[config.mk]
export PLATFORM = sky130hd
export DESIGN_NAME = uwire_eeprom_reader
export DESIGN_NICKNAME = d
export VERILOG_FILES = /design/src/rtl/uwr_pkg.sv /design/src/rtl/uwr_step_timer.sv /design/src/rtl/uwr_frame_seq.sv /design/src/rtl/uwr_sum_check.sv /design/src/rtl/uwire_eeprom_reader.sv
export SDC_FILE = /design/constraint.sdc
export NUM_CORES = 1
export LEC_CHECK = 0
export ABC_AREA = 1
export BUFFER_PORTS_ARGS = -buffer_cell sky130_fd_sc_hd__clkbuf_2
export CAP_MARGIN = 30
export CORE_ASPECT_RATIO = 0.9
export CORE_MARGIN = 3
export CORE_UTILIZATION = 40
export DETAILED_ROUTE_END_ITERATION = 16
export GPL_TIMING_DRIVEN = 0
export HOLD_SLACK_MARGIN = 0.1
export PLACE_DENSITY = 0.58
export SLEW_MARGIN = 20
export SYNTH_ARGS = -nofsm -noshare
export SYNTH_HDL_FRONTEND = slang
export SYNTH_SLANG_ARGS = --single-unit
[constraint.sdc]
create_clock -name clk_i -period 3.45 [get_ports clk_i]
set_clock_uncertainty 0.1 [all_clocks]
set_input_delay 1.035 -clock clk_i [delete_from_list [all_inputs] [get_ports clk_i]]
set_output_delay 1.035 -clock clk_i [all_outputs]
set_load 0.01 [all_outputs]
[src/rtl/uwr_pkg.sv]
package uwr_pkg;
  typedef enum logic [3:0] {
    ST_IDLE,
    ST_SEL,
    ST_CMD_SET,
    ST_CMD_HI,
    ST_CMD_LO,
    ST_DAT_HI,
    ST_DAT_LO,
    ST_END_DROP,
    ST_END_HI,
    ST_END_LO
  } seq_state_e;

  localparam logic [1:0] READ_OP = 2'b10;
endpackage

[src/rtl/uwr_step_timer.sv]
module uwr_step_timer #(
  parameter int unsigned STEP_DIV = 50
) (
  input  logic clk_i,
  input  logic rst_ni,
  input  logic run_i,
  output logic tick_o
);
  localparam int unsigned CW = (STEP_DIV > 1) ? $clog2(STEP_DIV) : 1;
  localparam logic [CW-1:0] LAST = CW'(STEP_DIV - 1);

  logic [CW-1:0] cnt_q;

  always_ff @(posedge clk_i or negedge rst_ni) begin
    if (!rst_ni) cnt_q <= '0;
    else if (!run_i || cnt_q == LAST) cnt_q <= '0;
    else cnt_q <= cnt_q + 1'b1;
  end

  assign tick_o = run_i && (cnt_q == LAST);
endmodule

[src/rtl/uwr_frame_seq.sv]
module uwr_frame_seq
  import uwr_pkg::*;
#(
  parameter int unsigned ADDR_W    = 6,
  parameter int unsigned DATA_W    = 16,
  parameter int unsigned NUM_WORDS = 64
) (
  input  logic              clk_i,
  input  logic              rst_ni,
  input  logic              start_i,
  input  logic              tick_i,
  input  logic              do_i,
  output logic              busy_o,
  output logic              launch_o,
  output logic              cs_o,
  output logic              sk_o,
  output logic              di_o,
  output logic              done_o,
  output logic              word_valid_o,
  output logic [ADDR_W-1:0] word_addr_o,
  output logic [DATA_W-1:0] word_data_o
);
  localparam int unsigned CMD_W = 3 + ADDR_W;  // start bit, opcode, address
  localparam int unsigned BC_W  = $clog2(CMD_W);
  localparam int unsigned DC_W  = $clog2(DATA_W);
  localparam logic [ADDR_W-1:0] LAST_ADDR = ADDR_W'(NUM_WORDS - 1);

  seq_state_e        state_q;
  logic [ADDR_W-1:0] addr_q;
  logic [BC_W-1:0]   bcnt_q;
  logic [DC_W-1:0]   dcnt_q;
  logic [DATA_W-1:0] shreg_q;
  logic [CMD_W-1:0]  cmd_word;
  logic [DATA_W-1:0] shreg_nx;

  assign cmd_word = {1'b1, READ_OP, addr_q};
  assign shreg_nx = {shreg_q[DATA_W-2:0], do_i};
  assign busy_o   = (state_q != ST_IDLE);
  assign launch_o = start_i && (state_q == ST_IDLE);

  always_ff @(posedge clk_i or negedge rst_ni) begin
    if (!rst_ni) begin
      state_q      <= ST_IDLE;
      addr_q       <= '0;
      bcnt_q       <= '0;
      dcnt_q       <= '0;
      shreg_q      <= '0;
      cs_o         <= 1'b0;
      sk_o         <= 1'b0;
      di_o         <= 1'b0;
      done_o       <= 1'b0;
      word_valid_o <= 1'b0;
      word_addr_o  <= '0;
      word_data_o  <= '0;
    end else begin
      word_valid_o <= 1'b0;
      if (launch_o) begin
        state_q <= ST_SEL;
        addr_q  <= '0;
        done_o  <= 1'b0;
      end else if (tick_i) begin
        unique case (state_q)
          ST_SEL: begin
            cs_o    <= 1'b1;
            bcnt_q  <= BC_W'(CMD_W - 1);
            state_q <= ST_CMD_SET;
          end
          ST_CMD_SET: begin
            di_o    <= cmd_word[bcnt_q];
            state_q <= ST_CMD_HI;
          end
          ST_CMD_HI: begin
            sk_o    <= 1'b1;
            state_q <= ST_CMD_LO;
          end
          ST_CMD_LO: begin
            sk_o <= 1'b0;
            if (bcnt_q == '0) begin
              dcnt_q  <= DC_W'(DATA_W - 1);
              state_q <= ST_DAT_HI;
            end else begin
              bcnt_q  <= bcnt_q - 1'b1;
              state_q <= ST_CMD_SET;
            end
          end
          ST_DAT_HI: begin
            sk_o    <= 1'b1;
            state_q <= ST_DAT_LO;
          end
          ST_DAT_LO: begin
            // sample before the clock falls
            sk_o    <= 1'b0;
            shreg_q <= shreg_nx;
            if (dcnt_q == '0) begin
              word_valid_o <= 1'b1;
              word_addr_o  <= addr_q;
              word_data_o  <= shreg_nx;
              state_q      <= ST_END_DROP;
            end else begin
              dcnt_q  <= dcnt_q - 1'b1;
              state_q <= ST_DAT_HI;
            end
          end
          ST_END_DROP: begin
            cs_o    <= 1'b0;
            di_o    <= 1'b0;
            state_q <= ST_END_HI;
          end
          ST_END_HI: begin
            sk_o    <= 1'b1;
            state_q <= ST_END_LO;
          end
          ST_END_LO: begin
            sk_o <= 1'b0;
            if (addr_q == LAST_ADDR) begin
              done_o  <= 1'b1;
              state_q <= ST_IDLE;
            end else begin
              addr_q  <= addr_q + 1'b1;
              state_q <= ST_SEL;
            end
          end
          default: state_q <= ST_IDLE;
        endcase
      end
    end
  end
endmodule

[src/rtl/uwr_sum_check.sv]
module uwr_sum_check #(
  parameter int unsigned       DATA_W    = 16,
  parameter logic [DATA_W-1:0] SIGNATURE = 16'hBABA
) (
  input  logic              clk_i,
  input  logic              rst_ni,
  input  logic              clear_i,
  input  logic              add_i,
  input  logic [DATA_W-1:0] data_i,
  output logic              match_o
);
  logic [DATA_W-1:0] sum_q;

  always_ff @(posedge clk_i or negedge rst_ni) begin
    if (!rst_ni) sum_q <= '0;
    else if (clear_i) sum_q <= '0;
    else if (add_i) sum_q <= sum_q + data_i;
  end

  assign match_o = (sum_q == SIGNATURE);
endmodule

[src/rtl/uwire_eeprom_reader.sv]
module uwire_eeprom_reader #(
  parameter int unsigned       STEP_DIV  = 50,
  parameter int unsigned       ADDR_W    = 6,
  parameter int unsigned       DATA_W    = 16,
  parameter int unsigned       NUM_WORDS = 64,
  parameter logic [DATA_W-1:0] SIGNATURE = 16'hBABA
) (
  input  logic              clk_i,
  input  logic              rst_ni,
  input  logic              start_i,
  input  logic              eep_do_i,
  output logic              eep_cs_o,
  output logic              eep_sk_o,
  output logic              eep_di_o,
  output logic              busy_o,
  output logic              done_o,
  output logic              checksum_ok_o,
  output logic              word_valid_o,
  output logic [ADDR_W-1:0] word_addr_o,
  output logic [DATA_W-1:0] word_data_o
);
  logic tick;
  logic launch;
  logic sum_match;

  uwr_step_timer #(.STEP_DIV(STEP_DIV)) i_timer (
    .clk_i  (clk_i),
    .rst_ni (rst_ni),
    .run_i  (busy_o),
    .tick_o (tick)
  );

  uwr_frame_seq #(
    .ADDR_W    (ADDR_W),
    .DATA_W    (DATA_W),
    .NUM_WORDS (NUM_WORDS)
  ) i_seq (
    .clk_i        (clk_i),
    .rst_ni       (rst_ni),
    .start_i      (start_i),
    .tick_i       (tick),
    .do_i         (eep_do_i),
    .busy_o       (busy_o),
    .launch_o     (launch),
    .cs_o         (eep_cs_o),
    .sk_o         (eep_sk_o),
    .di_o         (eep_di_o),
    .done_o       (done_o),
    .word_valid_o (word_valid_o),
    .word_addr_o  (word_addr_o),
    .word_data_o  (word_data_o)
  );

  uwr_sum_check #(
    .DATA_W    (DATA_W),
    .SIGNATURE (SIGNATURE)
  ) i_sum (
    .clk_i   (clk_i),
    .rst_ni  (rst_ni),
    .clear_i (launch),
    .add_i   (word_valid_o),
    .data_i  (word_data_o),
    .match_o (sum_match)
  );

  assign checksum_ok_o = done_o && sum_match;
endmodule

# After elaboration in Yosys (flattened, before gate mapping)

Index checks and enable logic that the tools add are counted.

Register bits after elaboration: 82
Bits of input ports: 4
Word-level logic and storage cells: 97

Reductions and logical operators: 29
Muxes and demuxes: 31
Add/subtract/negate cells: 5
Equal/unequal tests: 16
Bitwise gates (word level): 1
Magnitude comparators: 1

Operators with widths:

| cell                 | number |
|---|---|
| $pmux 4 s9           | 1 |
| $mux 16              | 2 |
| $mux 6               | 5 |
| $mux 4               | 5 |
| $reduce_and 3->1     | 6 |
| $reduce_bool 2->1    | 9 |
| $add 16x16->16       | 1 |
| $eq 16x16->1 const B | 1 |
| $eq 4x3->1 const B   | 4 |
| $pmux 4 s2           | 2 |
| $add 6x1->6 const B  | 2 |
| $eq 6x6->1 const B   | 2 |
| $logic_not 4->1      | 3 |
| $mux 1               | 10 |
| $eq 4x2->1 const B   | 2 |
| $eq 4x4->1 const B   | 2 |
| $reduce_and 4->1     | 2 |
| $sub 4x1->4 const B  | 2 |
| $pmux 1 s2           | 3 |
| $reduce_or 3->1      | 2 |
| $lt 4x5->1 const B   | 1 |
| $reduce_and 5->1     | 1 |
| $bmux 1 s4           | 1 |
| $eq 4x1->1 const B   | 1 |
| other kinds (9)      | 13 |

# Logic depth before layout (Yosys ltp)

Gate-level depths: netlist (run 1).

Word-level depth: 5
Depth in mapped cells: 11
Depth with buffers taken out: 11

# Hierarchy

A second synthesis (run 1) with hierarchy kept.

Cells, all modules: 650
Area total of the unflattened synthesis: 5016.1 µm²

By module, submodules not included:

| module              | area an instance (µm²) | cells an instance | seq. area each (µm²) | times used |
|---|---|---|---|---|
| uwr_frame_seq       | 3106.7                 | 359               | 1501.4               | 1 |
| uwr_sum_check       | 1575.3                 | 252               | 400.4                | 1 |
| uwr_step_timer      | 326.6                  | 37                | 150.1                | 1 |
| uwire_eeprom_reader | 7.5                    | 2                 | 0.0                  | 1 |

# Worst setup path before layout (run 1)

Ideal clock, no wire load.

Path type: register -> output
From: register i_sum.sum_q[8]
To: output port checksum_ok_o
Stages on the path, launching flop included: 6
Arrival time: 1022 ps
Buffers on the path: 0
Path slack: 1293 ps
Path through: dfrtp_1 -> inv_1 -> nand2_1 -> nor3_1 -> nand3_1 -> nor4_1

Longest elaborated chain between the ends: 2

Ends and longest elaborated chain:

| element                | RTL line                  | RTL |
|---|---|---|
| start, declared        | uwr_sum_check.sv:12       | `logic [DATA_W-1:0] sum_q;` |
| start signal, assigned | uwr_sum_check.sv:17       | `else if (add_i) sum_q <= sum_q + data_i;` |
| $eq 16x16->1           | uwr_sum_check.sv:20       | `assign match_o = (sum_q == SIGNATURE);` |
| $logic_and 1x1->1      | uwire_eeprom_reader.sv:66 | `assign checksum_ok_o = done_o && sum_match;` |
| end, declared          | uwire_eeprom_reader.sv:17 | `output logic checksum_ok_o,` |

Every way passes these cells.

# Worst setup path after layout (run 1)

From: register i_sum.sum_q[13]
To: output port checksum_ok_o

The elaborated chain is that of the path after synthesis.

==> results.toml, run 1 <==
[timing]
worst_pin_slew_ns = 0.6721
rsz0062_at_grt = "false"
relSlewSlack_pct = 55.19
final.period_utilization_pct = 87.80
fmax_mhz = 330.1
finalCriticalPeriod_ns = 3.029
final-hold-violation-count = 0
fin_setup_tns_ns = 0
finalMaxSlewViolations = 0
finalSetupViolCount = 0

[layout]
final-seq-area_um2 = 2052
n_fill_cell = 1112
nets = 674
multi_input_area_um2 = 2145
diodes = 0
finalCoreUtilization_pct = 48.02
drive_gt1_share_pct = 12.73
syn_to_final_growth_pct = 14.96
fin_cells = 804

[floorplan]
die_h_um = 107.8
initial_core_util_pct = 41.77
pin_count = 33
die_w_um = 119.2
core_um2 = 11040
std_cell_rows = 36
die_area_um2 = 12850

[yosys]
seq_area_frac_synth_pct = 44.52
synth_nets = 631
synth_largest_area_cell = "dfrtp_1"
yosysMostFrequentCell = "nand2_1"
syn_inst = 604
netlist_area_um2 = 4609
ys.flop_type = "dfrtp_1"
synth_top_area_share_pct = 44.52
synth-edff-count = 0
synth_commonest_cells = "197 x nand2_1, 83 x inv_1, 82 x dfrtp_1, 44 x o21ai_0, 35 x nor2_1"
ys_async_sr_fraction_pct = 100.0
synth-seq-cells = 82
ys_warn_count = 0
yosys-top-cells-area = "dfrtp_1 45%, nand2_1 16%, inv_1 6.8%"
synthDistinctLibCells = 35
syn_avg_cell_area_um2 = 7.631

[worst_setup_path]
r2r_setup_slack_ns = 1.49
worstPathArrival_ns = 1.89
critical_path_class = "reg -> out"
crit_required_ns = 2.31
start_kind = "flop"
r2r_cells = 9
crit_fanout = 3
cp-end-kind = "output port"

[power]
peakVddDrop_mv = 0.2617
p_leak_nw = 2.766
p_total_w = 0.002049
powerDensity_nw_per_um2 = 386.6

[clocking]
cts-htree-levels = 3
cts.repair.resized = 0
clk-insertion-delay-late_ns = 0.35
cts_sinks = 82
postCtsHoldBufs = 0
cts_root_buffer = "clkbuf_16"
cts_tree = "built"
clk_pin_slew_ns = 0.06
post-cts-setup-buffers = 0
clock_path_buffers = 2
cts-buffers-inserted = 9

[route]
ant_nets = 0
viasPerCell = 4.852
num_vias = 3901
wirelength_um = 10560
drt_pass1_iterations = 4
post_drt_wl_per_cell_um = 13.13
route.detailed.drc = 0
drt_iter0_markers = 182

[global_routing]
grt_max_degree = 83
grt_pass1_vias = 3747
antenna_found_initial = 0
track_usage_pct = 17.60
grt_overflow = 0
grt_pass1_wl_um = 17900

[status]
outcome = "finished clean"

[place]
dp_cells = 788
portBuffers = 32
place_congestion = 0.8640
hpwl_um = 7849

[flow_run]
maxCapViolations = 0

[hold_path]
hold_path_depth = 2
min_path_type = "reg -> reg"
==> state kept, by name, summed over array words and instances, names as in the netlist, 6 cells and up <==
signal             count
i_sum.sum_q           16
i_seq.addr_q           6
i_seq.word_addr_o      6
i_seq.word_data_o     16
i_seq.shreg_q         15
i_timer.cnt_q          6
==> kinds of logic (layout without fill, tap and decap cells) <==
kind of cell	Yosys count	after routing	synth area share, %
compound gates	88	88	10.89
xor+xnor	10	10	1.900
fa+ha+maj	23	23	6.406
simple gates	299	299	27.33
flops	82	82	44.52
buf+inv	102	150	8.958
==> worst max-delay path: stages (launching register included) <==
cell      delay, ns
dfrtp_1        0.39
nand2_1        0.07
nor3b_1        0.31
nand3_1        0.12
nor4_1         0.43
clkbuf_2       0.23
==> through the flow <==
stage	worst slack (ns)	cell area [um2]	hold WS (ns)
6_report	0.4208	5299	0.3749
5_1_grt	0.4683	5299	0.3968
4_1_cts	0.5403	5299	0.3801
3_3_place_gp	0.3230	4960	0.3613
3_5_place_dp	0.9263	4969	0.3666
2_1_floorplan	1.293	4609	0.3422
==> layout by cell type (no fill, tap or decap), types with 10 or more instances in the layout <==
master / count
ha_1: 22
nand2_1: 197
nand3_1: 32
o21ai_0: 44
nor2_1: 35
a21oi_1: 15
inv_1: 83
clkbuf_2: 31
nor3_1: 10
o21ai_1: 13
dfrtp_1: 82
==> area by class of cell <==
class / instances / share of cell area (%)
Buffer: 11 / 1.346
Clock buffer: 12 / 4.841
Clock inverter: 4 / 1.393
Inverter: 91 / 6.446
Multi-Input combinational cell: 420 / 40.47
Sequential cell: 82 / 38.72
Tap cell: 152 / 3.589
Timing Repair Buffer: 32 / 3.188
==> power breakdown <==
part,total [W],internal [W],switching [W]
logic,0.0000210,0.00000212,0.0000189
registers,0.000962,0.000962,0
clock network,0.00107,0.000674,0.000392
==> worst paths after layout <==
kind                                       to                  from
hold / removal              i_seq.shreg_q[13]     i_seq.shreg_q[12]
max in group asynchronous  i_seq.word_valid_o                rst_ni
hold reg to reg             i_seq.shreg_q[13]     i_seq.shreg_q[12]
min in group asynchronous     i_sum.sum_q[10]                rst_ni
setup reg to reg              i_sum.sum_q[12]  i_seq.word_data_o[0]
setup / recovery                checksum_ok_o       i_sum.sum_q[13]
==> metal layers <==
layer	wire length [um]	share of wire (%)	up-vias	GRT usage, %
li1	-	-	1991	-
met1	5420	51	1827	24.70
met2	4555	43	68	26.50
met3	432	4.1	15	4.362
met4	150	1.4	0	6.121
met5	0	0	-	0
(Power assumes the default switching activity.)
==> run 2, diff against run 1 <==
- CORE_ASPECT_RATIO: 0.9 -> 1.2
- PLACE_DENSITY: 0.58 -> 0.68
==> results.toml, run 2 (synthesis results as in run 1) <==
[hold_path]
hold_path_depth = 2
min_path_type = "reg -> reg"

[clocking]
clock_path_buffers = 2
cts-buffers-inserted = 9
cts.repair.resized = 0
cts_sinks = 82
clk_pin_slew_ns = 0.06
cts-htree-levels = 3
postCtsHoldBufs = 0
post-cts-setup-buffers = 0
cts_tree = "built"
clk-insertion-delay-late_ns = 0.34
cts_root_buffer = "clkbuf_16"

[global_routing]
antenna_found_initial = 0
grt_pass1_wl_um = 17550
track_usage_pct = 16.76
grt_overflow = 0
grt_pass1_vias = 3815
grt_max_degree = 51

[power]
power.net_switching_w = 0.0003941
peakVddDrop_mv = 0.2005
p_seq_share_pct = 49.5
power_switching_share_pct = 20.28
p_total_w = 0.001944
power.share.combinational_pct = 1.4
p_leak_nw = 2.766
powerDensity_nw_per_um2 = 366.0
power.internal_w = 0.001550
power_frac_clock_pct = 49.1

[worst_setup_path]
critical_path_class = "reg -> out"
start_kind = "flop"
crit_required_ns = 2.31
worstPathArrival_ns = 1.64
r2r_cells = 10
cp-end-kind = "output port"
crit_fanout = 2

[route]
num_vias = 3936
post_drt_wl_per_cell_um = 12.59
ant_nets = 0
viasPerCell = 4.871
wirelength_um = 10170
route.detailed.drc = 0
drt_pass1_iterations = 4
drt_iter0_markers = 149

[layout]
mostFrequentLayoutCells = "197 x nand2_1, 83 x inv_1, 82 x dfrtp_1"
final_common_cell = "nand2_1"
syn_to_final_growth_pct = 15.20
nets = 676
drive_gt1_share_pct = 12.84
finalCoreUtilization_pct = 47.66
n_fill_cell = 1107
reg_top3 = "i_seq.word_data_o: 16 flops, i_sum.sum_q: 16 flops, i_seq.shreg_q: 15 flops"
diodes = 0

[floorplan]
die_w_um = 104.0
std_cell_rows = 42
core_um2 = 11140
die_h_um = 123.6
initial_core_util_pct = 41.37
die_area_um2 = 12850
pin_count = 33

[timing]
finalSetupViolCount = 0
fin_setup_tns_ns = 0
relSlewSlack_pct = 65.35
final-hold-violation-count = 0
rsz0062_at_grt = "false"
finalMaxSlewViolations = 0
final.period_utilization_pct = 80.49
fmax_mhz = 360.1
finalCriticalPeriod_ns = 2.777
worst_pin_slew_ns = 0.5158

[place]
portBuffers = 32
place_congestion = 0.9088
hpwl_um = 7880

[flow_run]
maxCapViolations = 0

[status]
outcome = "finished clean"
-- run 2: metal layers --
layer	share of wire [%]	up-vias	global-route usage, %	routed length [um]
li1	-	1999	-	-
met1	45	1860	20.89	4576
met2	49	59	28.98	5029
met3	3.0	18	2.748	310
met4	2.5	0	7.481	255
met5	0	-	0	0
-- run 2: layout make-up --
| cell class | instances | area (um2) | area share, % |
|---|---|---|---|
| clock inverters | 4 | 51.30 | 0.9661 |
| inverters | 91 | 341.6 | 6.433 |
| well taps | 154 | 192.7 | 3.629 |
| multi-input cells | 420 | 2145 | 40.39 |
| repair buffers | 34 | 210.2 | 3.959 |
| flip-flops and latches | 82 | 2052 | 38.64 |
| clock buffers | 12 | 246.5 | 4.642 |
| plain buffers | 11 | 71.32 | 1.343 |
-- run 2: per-stage QoR --
step | instances | instance area (um2) | setup WS (ns) | hold slack, ns
floorplan | 604 | 4609 | 1.293 | 0.3422
global placement | 790 | 4962 | 0.3887 | 0.3678
detailed placement | 792 | 5012 | 1.047 | 0.3703
CTS | 808 | 5310 | 0.6779 | 0.3853
global route | 808 | 5310 | 0.5726 | 0.4016
finish | 808 | 5310 | 0.6731 | 0.3827
-- run 2: final timing paths --
path / startpoint / end / slack [ns]
min in group asynchronous: rst_ni / i_sum.sum_q[10] / 0.41
setup / recovery: i_sum.sum_q[8] / checksum_ok_o / 0.67
hold / removal: i_seq.di_o / i_seq.di_o / 0.38
setup reg to reg: i_seq.word_data_o[0] / i_sum.sum_q[14] / 1.43
hold reg to reg: i_seq.di_o / i_seq.di_o / 0.38
max in group asynchronous: rst_ni / i_seq.addr_q[2] / 2.17
-- run 2: power groups by stage --
stage	combinational [W]	clock, W	sequential [W]
final	0.0000275	0.000954	0.000962
after global routing	0.0000316	0.00101	0.000961
after CTS	0.0000292	0.000978	0.000962
after detailed placement	0.0000293	0	0.000979
after global placement	0.0000213	0	0.000979
after floorplan	0.00000000767	0	0.000980
-- run 2: worst max-delay path, stage by stage (launching register included) --
cell      delay, ns
dfrtp_1        0.38
inv_1          0.07
nand2_1        0.05
nor3_1         0.23
nand3_1        0.11
nor4_1         0.27
clkbuf_2       0.20
